[src/rtl/pipe5_pkg.sv]
package pipe5_pkg;
    localparam int XLEN    = 32;
    localparam int REG_AW  = 5;
    localparam int NREG    = 1 << REG_AW;
    localparam int OPC_W   = 6;
    localparam int IMM_W   = 16;
    localparam int JIDX_W  = 26;
    localparam int SHAMT_W = 5;

    localparam logic [OPC_W-1:0] OP_RTYPE = 6'd0;
    localparam logic [OPC_W-1:0] OP_J     = 6'd2;
    localparam logic [OPC_W-1:0] OP_BEQ   = 6'd4;
    localparam logic [OPC_W-1:0] OP_ADDI  = 6'd8;
    localparam logic [OPC_W-1:0] OP_LW    = 6'd35;
    localparam logic [OPC_W-1:0] OP_SW    = 6'd43;
    localparam logic [5:0]       FN_SLL   = 6'd0;
    localparam logic [5:0]       FN_ADD   = 6'd32;

    typedef enum logic [0:0] {ALU_ADD = 1'b0, ALU_SLL = 1'b1} alu_op_e;

    typedef struct packed {
        logic              reg_we;
        logic              mem_rd;
        logic              mem_wr;
        alu_op_e           alu_op;
        logic              use_imm;
        logic [REG_AW-1:0] rd;
    } ctrl_t;

    localparam ctrl_t CTRL_NOP = '{reg_we: 1'b0, mem_rd: 1'b0, mem_wr: 1'b0,
                                   alu_op: ALU_ADD, use_imm: 1'b0, rd: '0};

    function automatic logic [XLEN-1:0] sext_imm(input logic [IMM_W-1:0] v);
        return {{(XLEN-IMM_W){v[IMM_W-1]}}, v};
    endfunction
endpackage

[src/rtl/pipe5_decode.sv]
module pipe5_decode
    import pipe5_pkg::*;
(
    input  logic [XLEN-1:0]    inst,
    input  logic               valid,
    output ctrl_t              ctrl,
    output logic [REG_AW-1:0]  rs,
    output logic [REG_AW-1:0]  rt,
    output logic [XLEN-1:0]    imm,
    output logic [SHAMT_W-1:0] shamt,
    output logic [JIDX_W-1:0]  jidx,
    output logic               is_beq,
    output logic               is_jmp
);
    logic [OPC_W-1:0]  opc;
    logic [5:0]        funct;
    logic [REG_AW-1:0] rd_f;

    assign opc   = inst[31:26];
    assign rs    = inst[25:21];
    assign rt    = inst[20:16];
    assign rd_f  = inst[15:11];
    assign shamt = inst[10:6];
    assign funct = inst[5:0];
    assign imm   = sext_imm(inst[IMM_W-1:0]);
    assign jidx  = inst[JIDX_W-1:0];

    always_comb begin
        ctrl   = CTRL_NOP;
        is_beq = 1'b0;
        is_jmp = 1'b0;
        if (valid) begin
            case (opc)
                OP_RTYPE: begin
                    if (funct == FN_ADD) begin
                        ctrl.reg_we = 1'b1;
                        ctrl.rd     = rd_f;
                    end else if (funct == FN_SLL) begin
                        ctrl.reg_we = 1'b1;
                        ctrl.alu_op = ALU_SLL;
                        ctrl.rd     = rd_f;
                    end
                end
                OP_ADDI: begin
                    ctrl.reg_we  = 1'b1;
                    ctrl.use_imm = 1'b1;
                    ctrl.rd      = rt;
                end
                OP_LW: begin
                    ctrl.reg_we  = 1'b1;
                    ctrl.mem_rd  = 1'b1;
                    ctrl.use_imm = 1'b1;
                    ctrl.rd      = rt;
                end
                OP_SW: begin
                    ctrl.mem_wr  = 1'b1;
                    ctrl.use_imm = 1'b1;
                end
                OP_BEQ:  is_beq = 1'b1;
                OP_J:    is_jmp = 1'b1;
                default: ;
            endcase
        end
        if (ctrl.rd == '0) ctrl.reg_we = 1'b0;
    end
endmodule

[src/rtl/pipe5_regfile.sv]
module pipe5_regfile #(
    parameter int W  = 32,
    parameter int AW = 5,
    localparam int N = 1 << AW
) (
    input  logic          clk,
    input  logic          rst,
    input  logic          we,
    input  logic [AW-1:0] waddr,
    input  logic [W-1:0]  wdata,
    input  logic [AW-1:0] ra_a,
    input  logic [AW-1:0] ra_b,
    output logic [W-1:0]  rd_a,
    output logic [W-1:0]  rd_b
);
    logic [W-1:0] regs [N];

    assign regs[0] = '0;

    for (genvar g = 1; g < N; g++) begin : g_reg
        always_ff @(posedge clk) begin
            if (rst)                         regs[g] <= '0;
            else if (we && waddr == AW'(g))  regs[g] <= wdata;
        end
    end

    // write-before-read: a writeback in this cycle is visible to decode
    always_comb begin
        rd_a = regs[ra_a];
        rd_b = regs[ra_b];
        if (we && waddr != '0 && waddr == ra_a) rd_a = wdata;
        if (we && waddr != '0 && waddr == ra_b) rd_b = wdata;
    end
endmodule

[src/rtl/pipe5_alu.sv]
module pipe5_alu
    import pipe5_pkg::*;
(
    input  alu_op_e            op,
    input  logic [XLEN-1:0]    a,
    input  logic [XLEN-1:0]    b,
    input  logic [SHAMT_W-1:0] shamt,
    output logic [XLEN-1:0]    y
);
    always_comb begin
        case (op)
            ALU_SLL: y = b << shamt;
            default: y = a + b;
        endcase
    end
endmodule

[src/rtl/pipe5_core.sv]
module pipe5_core
    import pipe5_pkg::*;
#(
    parameter logic [31:0] RESET_PC = 32'h0
) (
    input  logic        clk,
    input  logic        rst,
    output logic [31:0] imem_addr,
    input  logic [31:0] imem_rdata,
    output logic [31:0] dmem_addr,
    output logic        dmem_we,
    output logic [31:0] dmem_wdata,
    input  logic [31:0] dmem_rdata
);
    localparam logic [XLEN-1:0] WORD_BYTES = XLEN'(XLEN / 8);

    // fetch
    logic [XLEN-1:0] pc_q, pc_d;
    logic            id_valid_q;

    // decode
    ctrl_t              id_ctrl;
    logic [REG_AW-1:0]  id_rs, id_rt;
    logic [XLEN-1:0]    id_imm, id_a, id_b;
    logic [SHAMT_W-1:0] id_shamt;
    logic [JIDX_W-1:0]  id_jidx;
    logic               id_beq, id_jmp, id_taken;
    logic [XLEN-1:0]    br_tgt, jmp_tgt;

    // execute
    ctrl_t              ex_ctrl_q;
    logic [XLEN-1:0]    ex_a_q, ex_b_q, ex_imm_q, ex_opb, ex_y;
    logic [SHAMT_W-1:0] ex_shamt_q;

    // memory
    ctrl_t           mem_ctrl_q;
    logic [XLEN-1:0] mem_res_q, mem_sdata_q;

    // writeback
    ctrl_t           wb_ctrl_q;
    logic [XLEN-1:0] wb_res_q, wb_data;

    assign imem_addr = pc_q;

    pipe5_decode u_dec (
        .inst   (imem_rdata),
        .valid  (id_valid_q),
        .ctrl   (id_ctrl),
        .rs     (id_rs),
        .rt     (id_rt),
        .imm    (id_imm),
        .shamt  (id_shamt),
        .jidx   (id_jidx),
        .is_beq (id_beq),
        .is_jmp (id_jmp)
    );

    pipe5_regfile #(.W(XLEN), .AW(REG_AW)) u_rf (
        .clk   (clk),
        .rst   (rst),
        .we    (wb_ctrl_q.reg_we),
        .waddr (wb_ctrl_q.rd),
        .wdata (wb_data),
        .ra_a  (id_rs),
        .ra_b  (id_rt),
        .rd_a  (id_a),
        .rd_b  (id_b)
    );

    // pc_q already holds the delay-slot address while the branch decodes
    assign br_tgt   = pc_q + {id_imm[XLEN-3:0], 2'b00};
    assign jmp_tgt  = {pc_q[XLEN-1:JIDX_W+2], id_jidx, 2'b00};
    assign id_taken = id_beq && (id_a == id_b);

    always_comb begin
        if (id_jmp)        pc_d = jmp_tgt;
        else if (id_taken) pc_d = br_tgt;
        else               pc_d = pc_q + WORD_BYTES;
    end

    always_ff @(posedge clk) begin
        if (rst) begin
            pc_q       <= RESET_PC;
            id_valid_q <= 1'b0;
        end else begin
            pc_q       <= pc_d;
            id_valid_q <= 1'b1;
        end
    end

    always_ff @(posedge clk) begin
        if (rst) begin
            ex_ctrl_q  <= CTRL_NOP;
            ex_a_q     <= '0;
            ex_b_q     <= '0;
            ex_imm_q   <= '0;
            ex_shamt_q <= '0;
        end else begin
            ex_ctrl_q  <= id_ctrl;
            ex_a_q     <= id_a;
            ex_b_q     <= id_b;
            ex_imm_q   <= id_imm;
            ex_shamt_q <= id_shamt;
        end
    end

    assign ex_opb = ex_ctrl_q.use_imm ? ex_imm_q : ex_b_q;

    pipe5_alu u_alu (
        .op    (ex_ctrl_q.alu_op),
        .a     (ex_a_q),
        .b     (ex_opb),
        .shamt (ex_shamt_q),
        .y     (ex_y)
    );

    always_ff @(posedge clk) begin
        if (rst) begin
            mem_ctrl_q  <= CTRL_NOP;
            mem_res_q   <= '0;
            mem_sdata_q <= '0;
        end else begin
            mem_ctrl_q  <= ex_ctrl_q;
            mem_res_q   <= ex_y;
            mem_sdata_q <= ex_b_q;
        end
    end

    assign dmem_addr  = mem_res_q;
    assign dmem_we    = mem_ctrl_q.mem_wr;
    assign dmem_wdata = mem_sdata_q;

    always_ff @(posedge clk) begin
        if (rst) begin
            wb_ctrl_q <= CTRL_NOP;
            wb_res_q  <= '0;
        end else begin
            wb_ctrl_q <= mem_ctrl_q;
            wb_res_q  <= mem_res_q;
        end
    end

    assign wb_data = wb_ctrl_q.mem_rd ? dmem_rdata : wb_res_q;
endmodule

[config.mk]
export PLATFORM = sky130hd
export DESIGN_NAME = pipe5_core
export DESIGN_NICKNAME = d
export VERILOG_FILES = /design/src/rtl/pipe5_pkg.sv /design/src/rtl/pipe5_decode.sv /design/src/rtl/pipe5_regfile.sv /design/src/rtl/pipe5_alu.sv /design/src/rtl/pipe5_core.sv
export SDC_FILE = /design/constraint.sdc
export NUM_CORES = 2
export LEC_CHECK = 0
export ABC_AREA = 1
export CAP_MARGIN = 0
export CORE_AREA = 2 2 466 468
export CTS_CLUSTER_SIZE = 24
export DETAILED_ROUTE_END_ITERATION = 10
export DIE_AREA = 0 0 468 470
export DONT_BUFFER_PORTS = 1
export HOLD_SLACK_MARGIN = 0.06
export PLACE_DENSITY = 0.46
export SLEW_MARGIN = 20
export SYNTH_ARGS = -nofsm -noshare
export SYNTH_HDL_FRONTEND = slang
export SYNTH_HIERARCHICAL = 1
export SYNTH_SLANG_ARGS = --single-unit
[constraint.sdc]
create_clock -name clk -period 5.6 [get_ports clk]
set_input_delay 0.56 -clock clk [delete_from_list [all_inputs] [get_ports clk]]
set_output_delay 0.56 -clock clk [all_outputs]
set_load 0.02 [all_outputs]
## Word-level counts from Yosys, hierarchy flattened

Index checks and enable logic that the tools add are counted.

- Register bits after elaboration: 1231
- Bits in latches: 0
- Memory bits (writable): 0
- Memory bits (read-only): 0
- Word-level logic and storage cells: 178
- Memories kept: 0

- $add $sub $neg: 3
- $mul: 0
- Div/mod/pow operators: 0
- $lt $le $gt $ge: 2
- Eq/ne operators: 40
- Shifts and indexed selects: 1
- Muxes and demuxes: 28
- Bitwise operators: 4
- Reductions and logical operators: 45

Operator list:

| cell | count |
|---|---|
| $bmux W32 S5 | 2 |
| $mux W32 | 10 |
| $eq A5 B5 Y1 const B | 16 |
| $add A32 B32 Y32 | 2 |
| $eq A5 B4 Y1 const B | 8 |
| $logic_and A1 B1 Y1 | 35 |
| $add A32 B3 Y32 const B | 1 |
| $eq A32 B32 Y1 | 1 |
| $shl A32 B5 Y32 | 1 |
| $mux W28 | 1 |
| $eq A5 B3 Y1 const B | 4 |
| $eq A6 B6 Y1 const B | 3 |
| $mux W5 | 3 |
| $ge A6 B6 Y1 const B | 2 |
| $logic_not A6 Y1 | 2 |
| $not A5 Y6 | 2 |
| $eq A5 B2 Y1 const B | 2 |
| $eq A5 B5 Y1 | 2 |
| $mux W1 | 10 |
| $pmux W5 S2 | 1 |
| $eq A6 B2 Y1 const B | 1 |
| $eq A6 B3 Y1 const B | 1 |
| $eq A6 B4 Y1 const B | 1 |
| $reduce_or A2 Y1 | 3 |
| other kinds (7) | 9 |

## Logic depth before layout (Yosys ltp)

- Depth after elaboration: 9
- Mapped depth: 37
- Depth with buffers taken out: 33

## Hierarchy

The synthesis kept the hierarchy.

Modules (own cells, without submodules):

| module | times used | cells each | area each (um2) |
|---|---|---|---|
| pipe5_regfile | 1 | 9171 | 57008.4 |
| pipe5_core | 1 | 1465 | 10585.2 |
| pipe5_alu | 1 | 902 | 4295.4 |
| pipe5_decode | 1 | 128 | 825.8 |

## Worst setup path before layout

Ideal clock, no wire load.

- Path type: in2reg
- Start: input port imem_rdata[16]
- End: register pc_q[26], in the netlist imem_addr[26]
- Arrival: 4047 ps
- Data required time: 5491 ps
- Path slack: 1444 ps
- Stages: 30
- Path through: buf_4 buf_4 inv_2 buf_2 clkbuf_1 nand2_1 nand3_1 nand3_1 nand3_1 nand3_1 nand3_1 nand2_1 xnor2_1 nand3_1 nor4_1 nand3_1 nor2_2 inv_2 nor2_1 inv_1 fa_1 inv_1 nand2_1 o21ai_1 a21o_1 nand4_1 nand4_1 nand3_1 nand2_1 inv_1

- Longest elaborated chain between the ends: 9
- Elaborated cells between the ends (all ways): 11

Ends and longest elaborated chain:

| element | RTL line | source |
|---|---|---|
| from (decl) | pipe5_core.sv:9 | `input logic [31:0] imem_rdata,` |
| $not A5 Y6 (not written as such) | pipe5_regfile.sv:30 | `rd_b = regs[ra_b];` |
| $bmux W32 S5 | pipe5_regfile.sv:30 |  |
| $mux W32 (not written as such) (2 in series) | pipe5_regfile.sv:30 |  |
| $mux W32 * | pipe5_regfile.sv:32 | `if (we && waddr != '0 && waddr == ra_b) rd_b = wdata;` |
| via id_b[12] | pipe5_core.sv:24 | `logic [XLEN-1:0] id_imm, id_a, id_b;` |
| $eq A32 B32 Y1 * | pipe5_core.sv:73 | `assign id_taken = id_beq && (id_a == id_b);` |
| $logic_and A1 B1 Y1 * | pipe5_core.sv:73 |  |
| $mux W32 * | pipe5_core.sv:77 | `else if (id_taken) pc_d = br_tgt;` |
| $mux W28 * | pipe5_core.sv:76 | `if (id_jmp) pc_d = jmp_tgt;` |
| to (signal assigned) | pipe5_core.sv:86 | `pc_q <= pc_d;` |
| to (decl) | pipe5_core.sv:18 | `logic [XLEN-1:0] pc_q, pc_d;` |

Mark *: on every way through the listed nets, which the timed path passes. The rest lies on a longest branch. The select of a mux whose other input is x is not followed.
A chain may end at the register's enable or synchronous reset.

## Final worst setup path

Ends and elaborated chain as after synthesis.

==> run_results.csv <==
group,metric,value,unit
worst_setup_path,cp-start-kind,"input port",
yosys,ys_async_sr_fraction,0,%
timing,worst_slack,-0.6402,ns
job,cap_violations,0,
die,die_x,468,um
worst_setup_path,max_stage_delay,0.65,ns
timing,rsz0062_at_grt,"false",
timing,setup_viol,26,
worst_setup_path,required,6.29,ns
timing,setup-tns-final,-11.00,ns
drt,vias,77770,
final_layout,nets,11423,
timing,max_slew_margin,-56.55,%
worst_setup_path,crit_top_cell,"nand3_1",
die,rows,171,
hold_path,hold_depth,4,
timing,finalMaxSlewViolations,375,
yosys,synth.largest_area_cell,"dfxtp_1",
worst_setup_path,slowest_stage,"inv_8",
worst_setup_path,crit_path_end_kind,"flip-flop",
die,core_area,215700,um^2
clocking,cts_tree,"done",
die,num_io_pins,163,
die,die_h,470,um
yosys,synth_area,72710,um^2
power,power-per-cell-area,279.6,nW/um^2
timing,hold_viol,0,
hold_path,hold_path_end,"ex_ctrl_q[1]",
yosys,yosysSeqAreaShare,34.28,%
timing,period_share,111.4,%
yosys,yosys_most_used_dff,"dfxtp_1",
yosys,synth_top_area_share,34.28,%
timing,worst_clock_skew,0.05132,ns
placed_design,io_buffers,0,
power,vdd_ir_drop_max,0.0003312,V
grt,grt_pass1_vias,71341,
clocking,htreeDepth,4,
grt,antenna_found_initial,12,
drt,ant_nets,0,
grt,grt_pass1_wl,497.2,mm
worst_setup_path,worstSetupPathType,"input port to flip-flop",
grt,grt_overflow,0,
die,dieArea,220000,um^2
drt,first_iter_violations,9860,
timing,whs,0.1072,ns
final_layout,finalNonFillerCells,14283,
placed_design,gp_congestion,0.9308,
clocking,cts_buffer_depth,3,
clocking,numCtsBuffers,156,
final_layout,fillerInstances,22944,
yosys,synth_commonest_cells,"nand2_1, nand3_1, nor2_1",
final_layout,multiInputGateArea,38340,um^2
worst_setup_path,r2r_start,"wb_ctrl_q[1]",
drt,drc,0,
worst_setup_path,regToRegEndpoint,"imem_addr[26]",
worst_setup_path,r2r_slack,0.46,ns
timing,fmax,160.3,MHz
outcome,status,"finished, violations left",
timing,tightest_slew,2.348,ns
hold_path,worstHoldPathType,"input port to flip-flop",
yosys,yosysMostFrequentCell,"nand2_1",
die,start_util,33.72,%
grt,grt_start_max_net_pins,966,
clocking,cts_setup_buffers,0,
power,leakage,0.03799,uW
grt,grtUsageTotal,30.08,%
final_layout,drive_above_1_share,7.836,%
worst_setup_path,ff2ff_path_depth,31,
drt,drt_pass1_iterations,9,
final_layout,regArea,24940,um^2
clocking,clock_latency,0.84,ns
yosys,yosysWarnings,6,
timing,period_needed,6.240,ns
final_layout,area_growth,12.99,%
drt,routedWlPerCell,24.07,um
placed_design,place_inst,13952,
worst_setup_path,cp.arrival,6.93,ns
yosys,synth_edf_count,0,
final_layout,fin_util,38.10,%
clocking,cts-root-buf,"clkbuf_16",
clocking,cts.clk_slew.worst_paths,0.06,ns
yosys,synth_area_per_cell,6.233,um^2
placed_design,place_hpwl,198.1,mm
worst_setup_path,worstPathMaxFanout,516,
drt,via_per_inst,5.445,
drt,totalWireLength,343.8,mm
placed_design,pre_cts_slack,-0.2760,ns
outcome,violations,"max-slew violations, negative setup slack",
hold_path,hold_start,"imem_rdata[17]",
clocking,cts_num_sinks,1245,
yosys,synthDistinctLibCells,48,
yosys,ys_ff_latch,1245,
yosys,yosys-top-cells-area,"dfxtp_1, nand2_1, nand3_1, a211oi_1, nor2_1",
yosys,synthCells,11666,
cells in the final DEF (no fill, tap or decap), types with 9 or more instances in the layout:
master,instances
buf_12,64
nor2_1,1415
xnor2_1,13
dlygate4sd3_1,33
dfxtp_1,1236
clkinv_2,24
xor2_1,14
a211oi_1,864
or2_1,15
nand3_1,2117
nor3_1,16
nand2_4,17
o21ai_1,13
ha_1,60
o21ai_0,95
nor2_4,9
nand2_1,3041
mux2_2,32
clkbuf_8,38
nand4_1,19
inv_2,18
clkbuf_1,26
o21ai_2,15
nand2_2,9
nand3_2,9
clkbuf_16,161
buf_4,397
nor2_2,14
dfxtp_2,9
inv_1,1304
a21oi_1,200
bufinv_16,15
flip-flops by register name, summed over array words and instances, names as in the netlist, 5 cells and up:
signal / flops
wb_ctrl_q: 7
ex_shamt_q: 5
ex_b_q: 32
mem_ctrl_q: 7
ex_a_q: 32
dmem_wdata: 32
imem_addr: 30
ex_ctrl_q: 10
wb_res_q: 32
ex_imm_q: 32
u_rf/regs: 992
dmem_addr: 32
layer usage:
metal | global-route usage [%] | part of all wire (%) | vias to the layer above | wire length [um]
li1 | - | - | 36777 | -
met1 | 42.43 | 45 | 36681 | 153700
met2 | 45.42 | 43 | 3676 | 147000
met3 | 5.952 | 9.0 | 628 | 30890
met4 | 10.09 | 3.5 | 8 | 12150
met5 | 0 | 0.016 | - | 55
where the power goes:
part           leakage (uW)  internal (uW)  switching (uW)
sequential           0.0101           8980             144
clock               0.00268           6480            4380
combinational        0.0252            967            2030
final cells by class:
class                           instances  share of cell area, %
Multi-Input combinational cell       8058                  46.66
Sequential cell                      1245                  30.35
Inverter                             1332                  6.137
Timing Repair Buffer                  502                  5.837
Clock buffer                          225                  5.659
Tap cell                             2854                  4.346
Clock inverter                         59                 0.9823
Antenna cell                            8                0.02437
logic make-up (layout without fill, tap and decap cells):
family	count (synthesis)	after routing	share of synthesized area (%)
simple gates	6716	6716	38.87
buf+inv	2364	2118	13.38
flops	1245	1245	34.28
compound gates	1219	1219	11.56
fa+ha+maj	62	62	1.087
mux	32	32	0.4956
xor+xnor	27	27	0.3252
other cells	1	10	0.005157
critical path: cells and delay by family:
kind	cells	cell delay (ns)
AND/OR/NAND/NOR	21	2.40
buffers and inverters	13	2.46
adder cells (fa/ha/maj)	1	0.31
timing repair:
action,4_1_cts,5_1_grt
hold buffers,34,0
endpoints found under the hold margin,287,0
resized for setup,0,12
endpoints found under the setup margin,0,18
worst max path at each step:
stage	start	endpoint	slack, ns	cells past startpoint
final	imem_rdata[16]	imem_addr[26]	-0.64	35
after floorplan	imem_rdata[16]	imem_addr[26]	1.44	30
after global routing	wb_ctrl_q[1]	imem_addr[28]	0.02	33
after CTS	wb_ctrl_q[2]	imem_addr[25]	0.29	33
after detailed placement	imem_rdata[16]	imem_addr[25]	-0.28	33
after global placement	imem_rdata[16]	imem_addr[25]	-0.32	33
stage by stage:
step / area [um^2] / power [uW]
3_5_place_dp: 76120 / 12020
2_1_floorplan: 72720 / 11210
6_report: 82160 / 22970
3_3_place_gp: 76120 / 12020
4_1_cts: 81940 / 22940
5_1_grt: 82140 / 23680
(Power assumes the default switching activity.)
